[config.mk]
export PLATFORM = sky130hd
export DESIGN_NAME = pwm_timebase
export DESIGN_NICKNAME = d
export VERILOG_FILES = /design/src/rtl/pwm_timebase_pkg.sv /design/src/rtl/pwm_prescaler.sv /design/src/rtl/pwm_period_regs.sv /design/src/rtl/pwm_counter_core.sv /design/src/rtl/pwm_timebase.sv
export SDC_FILE = /design/constraint.sdc
export NUM_CORES = 1
export LEC_CHECK = 0
export ABC_AREA = 0
export BUFFER_PORTS_ARGS = -buffer_cell sky130_fd_sc_hd__buf_2
export CAP_MARGIN = 0
export CORE_MARGIN = 2
export CORE_UTILIZATION = 45
export DETAILED_ROUTE_END_ITERATION = 10
export SYNTH_ARGS = -nofsm -noshare
export SYNTH_HDL_FRONTEND = slang
export SYNTH_HIERARCHICAL = 1
export SYNTH_SLANG_ARGS = --single-unit
[constraint.sdc]
create_clock -name clk_i -period 10.15 [get_ports clk_i]
set_clock_uncertainty 0.05 [all_clocks]
set_input_delay 1.015 -clock clk_i [delete_from_list [all_inputs] [get_ports clk_i]]
set_output_delay 1.015 -clock clk_i [all_outputs]
set_load 0.02 [all_outputs]
[src/rtl/pwm_timebase_pkg.sv]
package pwm_timebase_pkg;

    localparam int unsigned CTL_W    = 16;
    localparam int unsigned CDIV_W   = 3;
    localparam int unsigned HDIV_W   = 3;

    // control word field positions, fixed by the software view
    localparam int unsigned MODE_LSB = 0;
    localparam int unsigned LOAD_BIT = 3;
    localparam int unsigned HDIV_LSB = 7;
    localparam int unsigned CDIV_LSB = 10;

    typedef enum logic [1:0] {
        MODE_UP   = 2'b00,
        MODE_DOWN = 2'b01,
        MODE_UPDN = 2'b10,
        MODE_HOLD = 2'b11
    } cnt_mode_e;

    typedef struct packed {
        logic [CDIV_W-1:0] cdiv;
        logic [HDIV_W-1:0] hdiv;
        logic              imm;
        cnt_mode_e         mode;
    } ctl_t;

    // width of a counter able to hold the largest total prescale
    function automatic int unsigned pre_width(int unsigned cw, int unsigned hw);
        int unsigned max_a;
        int unsigned max_b;
        max_a = 1 << ((1 << cw) - 1);
        max_b = 2 * ((1 << hw) - 1);
        return $clog2(max_a * max_b + 1);
    endfunction

endpackage

[src/rtl/pwm_prescaler.sv]
module pwm_prescaler #(
    parameter int unsigned CDIV_W = 3,
    parameter int unsigned HDIV_W = 3,
    parameter int unsigned PRE_W  = 11
) (
    input  logic              clk_i,
    input  logic              rst_ni,
    input  logic              en_i,
    input  logic              restart_i,
    input  logic [CDIV_W-1:0] cdiv_i,
    input  logic [HDIV_W-1:0] hdiv_i,
    output logic              tick_o,
    output logic [PRE_W-1:0]  pre_cnt_o,
    output logic [PRE_W-1:0]  div_o
);

    typedef struct packed {
        logic [PRE_W-1:0] cnt;
    } pre_state_t;

    pre_state_t s_d, s_q;
    logic [PRE_W-1:0] stage_a;
    logic [PRE_W-1:0] stage_b;
    logic [PRE_W-1:0] div_total;
    logic             tick;

    // stage A: power of two; stage B: 1 or an even factor
    always_comb begin
        stage_a   = PRE_W'(1) << cdiv_i;
        stage_b   = (hdiv_i == '0) ? PRE_W'(1) : PRE_W'({hdiv_i, 1'b0});
        div_total = stage_a * stage_b;
        tick      = en_i && !restart_i && (s_q.cnt == div_total - PRE_W'(1));
    end

    always_comb begin
        s_d = s_q;
        if (restart_i) begin
            s_d.cnt = '0;
        end else if (en_i) begin
            s_d.cnt = tick ? '0 : s_q.cnt + PRE_W'(1);
        end
    end

    always_ff @(posedge clk_i or negedge rst_ni) begin
        if (!rst_ni) begin
            s_q <= '0;
        end else begin
            s_q <= s_d;
        end
    end

    assign tick_o    = tick;
    assign pre_cnt_o = s_q.cnt;
    assign div_o     = div_total;

endmodule

[src/rtl/pwm_period_regs.sv]
module pwm_period_regs #(
    parameter int unsigned CNT_W = 16
) (
    input  logic             clk_i,
    input  logic             rst_ni,
    input  logic             we_i,
    input  logic [CNT_W-1:0] wdata_i,
    input  logic             imm_i,
    input  logic             tick_i,
    input  logic             cnt_zero_i,
    output logic [CNT_W-1:0] prd_eff_o
);

    typedef struct packed {
        logic [CNT_W-1:0] act;
        logic [CNT_W-1:0] shd;
    } prd_state_t;

    prd_state_t s_d, s_q;
    logic       promote;

    always_comb begin
        promote   = tick_i && !imm_i && cnt_zero_i;
        prd_eff_o = promote ? s_q.shd : s_q.act;
    end

    always_comb begin
        s_d     = s_q;
        s_d.act = prd_eff_o;
        if (we_i) begin
            s_d.shd = wdata_i;
            if (imm_i) begin
                s_d.act = wdata_i;
            end
        end
    end

    always_ff @(posedge clk_i or negedge rst_ni) begin
        if (!rst_ni) begin
            s_q <= '0;
        end else begin
            s_q <= s_d;
        end
    end

endmodule

[src/rtl/pwm_counter_core.sv]
module pwm_counter_core
    import pwm_timebase_pkg::*;
#(
    parameter int unsigned CNT_W = 16
) (
    input  logic             clk_i,
    input  logic             rst_ni,
    input  logic             tick_i,
    input  cnt_mode_e        mode_i,
    input  logic [CNT_W-1:0] prd_i,
    output logic [CNT_W-1:0] cnt_o,
    output logic             dir_up_o,
    output logic             zero_o,
    output logic             prd_o
);

    typedef struct packed {
        logic [CNT_W-1:0] cnt;
        logic             dir_up;
        logic             zero;
        logic             pmatch;
    } core_state_t;

    core_state_t s_d, s_q;

    always_comb begin
        s_d        = s_q;
        s_d.zero   = 1'b0;
        s_d.pmatch = 1'b0;
        if (tick_i && mode_i != MODE_HOLD) begin
            unique case (mode_i)
                MODE_UP: begin
                    s_d.dir_up = 1'b1;
                    s_d.cnt    = (s_q.cnt >= prd_i) ? '0 : s_q.cnt + CNT_W'(1);
                end
                MODE_DOWN: begin
                    s_d.dir_up = 1'b0;
                    s_d.cnt    = (s_q.cnt == '0) ? prd_i : s_q.cnt - CNT_W'(1);
                end
                MODE_UPDN: begin
                    if (s_q.dir_up) begin
                        if (s_q.cnt >= prd_i) begin
                            s_d.dir_up = 1'b0;
                            s_d.cnt    = (s_q.cnt == '0) ? '0 : s_q.cnt - CNT_W'(1);
                        end else begin
                            s_d.cnt    = s_q.cnt + CNT_W'(1);
                        end
                    end else begin
                        if (s_q.cnt == '0) begin
                            s_d.dir_up = 1'b1;
                            s_d.cnt    = (prd_i == '0) ? '0 : CNT_W'(1);
                        end else begin
                            s_d.cnt    = s_q.cnt - CNT_W'(1);
                        end
                    end
                end
                default: begin
                end
            endcase
            s_d.zero   = (s_d.cnt == '0);
            s_d.pmatch = (s_d.cnt == prd_i);
        end
    end

    always_ff @(posedge clk_i or negedge rst_ni) begin
        if (!rst_ni) begin
            s_q        <= '0;
            s_q.dir_up <= 1'b1;
        end else begin
            s_q <= s_d;
        end
    end

    assign cnt_o    = s_q.cnt;
    assign dir_up_o = s_q.dir_up;
    assign zero_o   = s_q.zero;
    assign prd_o    = s_q.pmatch;

endmodule

[src/rtl/pwm_timebase.sv]
module pwm_timebase
    import pwm_timebase_pkg::*;
#(
    parameter int unsigned CNT_W = 16
) (
    input  logic             clk_i,
    input  logic             rst_ni,
    input  logic             en_i,
    input  logic             ctl_we_i,
    input  logic [CTL_W-1:0] ctl_wdata_i,
    input  logic             prd_we_i,
    input  logic [CNT_W-1:0] prd_wdata_i,
    output logic [CNT_W-1:0] cnt_o,
    output logic             zero_o,
    output logic             prd_o,
    output logic             dir_up_o
);

    localparam int unsigned PRE_W = pre_width(CDIV_W, HDIV_W);

    ctl_t             ctl_d, ctl_q;
    logic             tick;
    logic [PRE_W-1:0] pre_cnt;
    logic [PRE_W-1:0] pre_div;
    logic [CNT_W-1:0] prd_eff;
    logic [CNT_W-1:0] cnt;
    logic             unused_ctl_bits;

    assign unused_ctl_bits = ^{ctl_wdata_i[CTL_W-1:CDIV_LSB+CDIV_W],
                               ctl_wdata_i[HDIV_LSB-1:LOAD_BIT+1],
                               ctl_wdata_i[LOAD_BIT-1:MODE_LSB+2]};

    always_comb begin
        ctl_d = ctl_q;
        if (ctl_we_i) begin
            ctl_d.mode = cnt_mode_e'(ctl_wdata_i[MODE_LSB +: 2]);
            ctl_d.imm  = ctl_wdata_i[LOAD_BIT];
            ctl_d.hdiv = ctl_wdata_i[HDIV_LSB +: HDIV_W];
            ctl_d.cdiv = ctl_wdata_i[CDIV_LSB +: CDIV_W];
        end
    end

    always_ff @(posedge clk_i or negedge rst_ni) begin
        if (!rst_ni) begin
            ctl_q <= '0;
        end else begin
            ctl_q <= ctl_d;
        end
    end

    pwm_prescaler #(
        .CDIV_W (CDIV_W),
        .HDIV_W (HDIV_W),
        .PRE_W  (PRE_W)
    ) i_prescaler (
        .clk_i     (clk_i),
        .rst_ni    (rst_ni),
        .en_i      (en_i),
        .restart_i (ctl_we_i),
        .cdiv_i    (ctl_q.cdiv),
        .hdiv_i    (ctl_q.hdiv),
        .tick_o    (tick),
        .pre_cnt_o (pre_cnt),
        .div_o     (pre_div)
    );

    pwm_period_regs #(
        .CNT_W (CNT_W)
    ) i_period (
        .clk_i      (clk_i),
        .rst_ni     (rst_ni),
        .we_i       (prd_we_i),
        .wdata_i    (prd_wdata_i),
        .imm_i      (ctl_q.imm),
        .tick_i     (tick),
        .cnt_zero_i (cnt == '0),
        .prd_eff_o  (prd_eff)
    );

    pwm_counter_core #(
        .CNT_W (CNT_W)
    ) i_core (
        .clk_i    (clk_i),
        .rst_ni   (rst_ni),
        .tick_i   (tick),
        .mode_i   (ctl_q.mode),
        .prd_i    (prd_eff),
        .cnt_o    (cnt),
        .dir_up_o (dir_up_o),
        .zero_o   (zero_o),
        .prd_o    (prd_o)
    );

    assign cnt_o = cnt;

endmodule

---- Word level (Yosys, flattened, before mapping) ----
Cells that the tools add are included.
Widths: inputs -> output; s select.
cells by class
  muxes and demuxes ....................... 19
  $add $sub $neg .......................... 4
  magnitude comparators ................... 1
  multiply operators ...................... 1
  eq/ne operators ......................... 6
  shifts and indexed selects .............. 1
  reductions and logical operators ........ 14
operator list
  cell                   count
  $mux 16                7
  $pmux 17 s3            1
  $logic_not 16->1       3
  $mux 17                2
  $mux 11                3
  $mux 32                1
  $add 16x1->16 const B  1
  $eq 16x16->1           1
  $ge 16x16->1           1
  $sub 16x1->16 const B  1
  $add 11x1->11 const B  1
  $eq 11x11->1           1
  $mul 11x11->11         1
  $shl 1x3->11 const A   1
  $sub 11x1->11 const B  1
  $logic_and 1x1->1      5
  $mux 4                 1
  $ne 4x4->1 const B     1
  $logic_not 3->1        1
  $mux 1                 3
  $eq 2x1->1 const B     1
  $eq 2x2->1 const B     1
  $logic_not 1->1        2
  $logic_not 2->1        1
  other kinds (4)        4
word-level totals
  input bits .............................. 37
  bits in registers ....................... 71
  logic and storage cells ................. 57

---- Longest topological paths before layout ----
  depth in word-level cells ............... 17
  gate-level depth with buffers ........... 35
  mapped depth without buffers ............ 28

---- By module ----
The synthesis kept the hierarchy.
modules (own cells, without submodules)
  module            times used  area an instance (um^2)  sequential area each (um^2)  cells an instance
  pwm_counter_core  1           3428.3                   476.7                        499
  pwm_prescaler     1           1886.8                   275.3                        225
  pwm_period_regs   1           1823.0                   800.8                        163
  pwm_timebase      1           405.4                    225.2                        24

---- Worst setup path before layout ----
No wires, ideal clock.
  path kind ............................... register to register
  start point ............................. reg ctl_q[6] (netlist bit)
  end point ............................... reg i_core.s_q (netlist bit i_core/prd_o)
  slack ................................... 1.661 ns
  stages on the path, launching flop included .. 33
  path buffers ............................ 5
  required time ........................... 10.004 ns
  clock period less this slack ............ 8.489 ns
  arrival ................................. 8.344 ns
  library setup time ...................... 0.096 ns
  path through ............................ dfrtp_1 clkbuf_1 nand2b_1 or2_2 fa_1 fa_1 inv_1 fa_1 or3b_2 or2_2 a221o_2 xor2_1 or4_4 a2111oi_4 nand3_1 nor2_1 buf_6 clkbuf_1 nand4b_1 o21ai_1 inv_1 ha_1 nand4_1 nor3_1 or4_1 buf_2 nor3_2 buf_4 mux2i_1 a221oi_1 xnor2_1 nand4_1 nor4_2
RTL lines
  element                 line                    RTL
  start, declared         pwm_timebase.sv:21      ctl_t ctl_d, ctl_q;
  start signal, assigned  pwm_timebase.sv:47      ctl_q <= ctl_d;
  end, declared           pwm_counter_core.sv:24  core_state_t s_d, s_q;

==> metrics <==
synthesized net count 996; cell leakage power roughly 3.5 nW; crit path max-delay cell type or4_1; CTS tree built; # resized after CTS 0; layout cells sized above 1 18.5%; Clock Latency Late Sink around 350 ps; FF+latch area ~1800 sq um; Fmax achieved 0.105 GHz; GR Util All Layers around a quarter; Initial Util between 40% and 50%; buffer count from post-CTS setup fixing 0; crit path DAT 9750 ps; Num CTS Buffers 9; Clock Tree Buf Depth 2; HPWL after detailed placement 16700 um; Slew HR 35.9%; layout net count 1015; crit share post-route 94.3%; final wirelength between 20000 and 25000 um; Hold Crit Endpoint i_period/s_q[8]$_DFFE_PN0P_; multi-input logic area approximately 5200 sq um; CP Capture Type register; CP dominant cell by count fa_1; # setup viols final 0; TritonRoute pass-1 iters 6; Die ar. about 18000 sq um; Reg2Reg Setup Slack just under 600 ps; Iter 0 DRT Violations about 650; fin util 50.0%; WL/cell a little over 20 um; Top Ports 56; Die Ht 133 um; hold_buf cts 0; Post-DP Area slightly below 8000 sq um; Worst R2R End i_core/prd_o$_DFF_PN0_; Final TNS setup 0 ps; worst slack at placement roughly 580 ps; vias in the first global route between 6000 and 7000; Worst Path Required 10330 ps; min Tclk post-route between 9000 and 10000 ps; commonest non-fill, non-tap cell in the layout inv_1; Post-Synthesis Cells 909; via count 7084; class of the worst hold path register to register; status finished, final reports clean; highest-count cells in the layout ignoring fill and taps 71 x inv_1, 70 x dfrtp_1, 67 x nor2_1, 62 x nand2_1, 50 x nand3_1; Sink Count 71; largest net degree at the start of global routing 72; synth warn 6; Slew @ Worst Pin around 960 ps; Detail Route Antenna Nets 0; Clock Root Buffer clkbuf_16; # diodes 0; CP max stage delay roughly 750 ps; hold slack 458 ps; CP max FO 21; Worst Path Buf+Inv 3; area growth from synthesis to layout 9.21%; total of max-cap violations 0; drt drc 0; initial antenna violation count 0; H-tree Lvls 3; reg-to-reg startpoint ctl_q[8]$_DFFE_PN0P_; final worst slack roughly 580 ps; FILL cells 1625; Peak supply drop about 72 uV; PwrDens around 130 nW/um^2; Crit Path Class register to register; Netlist Area Pre-Place approximately 7500 sq um; grt ovf 0; critical path launch point type register; worst hold start i_period/s_q[8]$_DFFE_PN0P_; WHS Path Cells 1; max-slew violation count 0; fin area 8230 sq um; cell family with most CP delay simple AND/OR/NAND/NOR gates; Reg2Reg Depth 28; Core ar. between 15000 and 20000 sq um; RD Place Congestion roughly 1; I/O Buffers 48; Final Hold Viols 0; RSZ-0062 raised after global routing false; DR vias/cell between 6 and 7; first-pass GRT wire length approximately 37000 um; Reg clk slew, reported paths roughly 70 ps; Die W around 130 um; Syn Area/Cell just over 8 sq um; Rows 47
[worst max-delay path by stage]
stage	slack (ps)	startpoint	cells after the start	to
2_1_floorplan	1660	ctl_q[6]$_DFFE_PN0P_	32	i_core/prd_o$_DFF_PN0_
3_3_place_gp	600	ctl_q[8]$_DFFE_PN0P_	29	i_core/prd_o$_DFF_PN0_
3_5_place_dp	580	ctl_q[8]$_DFFE_PN0P_	29	i_core/prd_o$_DFF_PN0_
4_1_cts	540	ctl_q[8]$_DFFE_PN0P_	29	i_core/prd_o$_DFF_PN0_
5_1_grt	40	ctl_q[8]$_DFFE_PN0P_	27	i_core/prd_o$_DFF_PN0_
6_report	580	ctl_q[8]$_DFFE_PN0P_	28	i_core/prd_o$_DFF_PN0_
[report_power, final]
group / internal [mW] / switching (mW)
combinational: 0.147 / 0.216
clock: 0.206 / 0.143
sequential: 0.305 / 0.0166
[routing by layer]
metal	part of all wire, %	track usage, %	wire [um]
met1	46	39.1	10800
met2	42	38.1	9750
met3	9.2	6.93	2140
met4	2.9	8.69	674
met5	0	0	0
[state kept, by name (all words and copies together) (netlist names)]
name and cells:
i_core/zero_o 1, i_core/cnt_o 16, i_core/dir_up_o 1, ctl_q 9, i_core/prd_o 1, i_period/s_q 32
i_prescaler/pre_cnt_o 11
[stage by stage]
| stage | cells | power (mW) |
|---|---|---|
| floorplan | 909 | 0.588 |
| global placement | 1137 | 0.677 |
| detailed placement | 1137 | 0.680 |
| CTS | 1153 | 1.03 |
| global route | 1153 | 1.09 |
| finish | 1153 | 1.03 |
[final cells by class]
cell class                      count  share of cell area (%)
Clock buffer                       11                    3.07
Clock inverter                      5                   0.775
Inverter                           72                    3.28
Multi-Input combinational cell    707                    63.2
Sequential cell                    71                    21.6
Tap cell                          220                    3.34
Timing Repair Buffer               67                    4.68
Note: power is estimated with default switching activity, not from simulation.
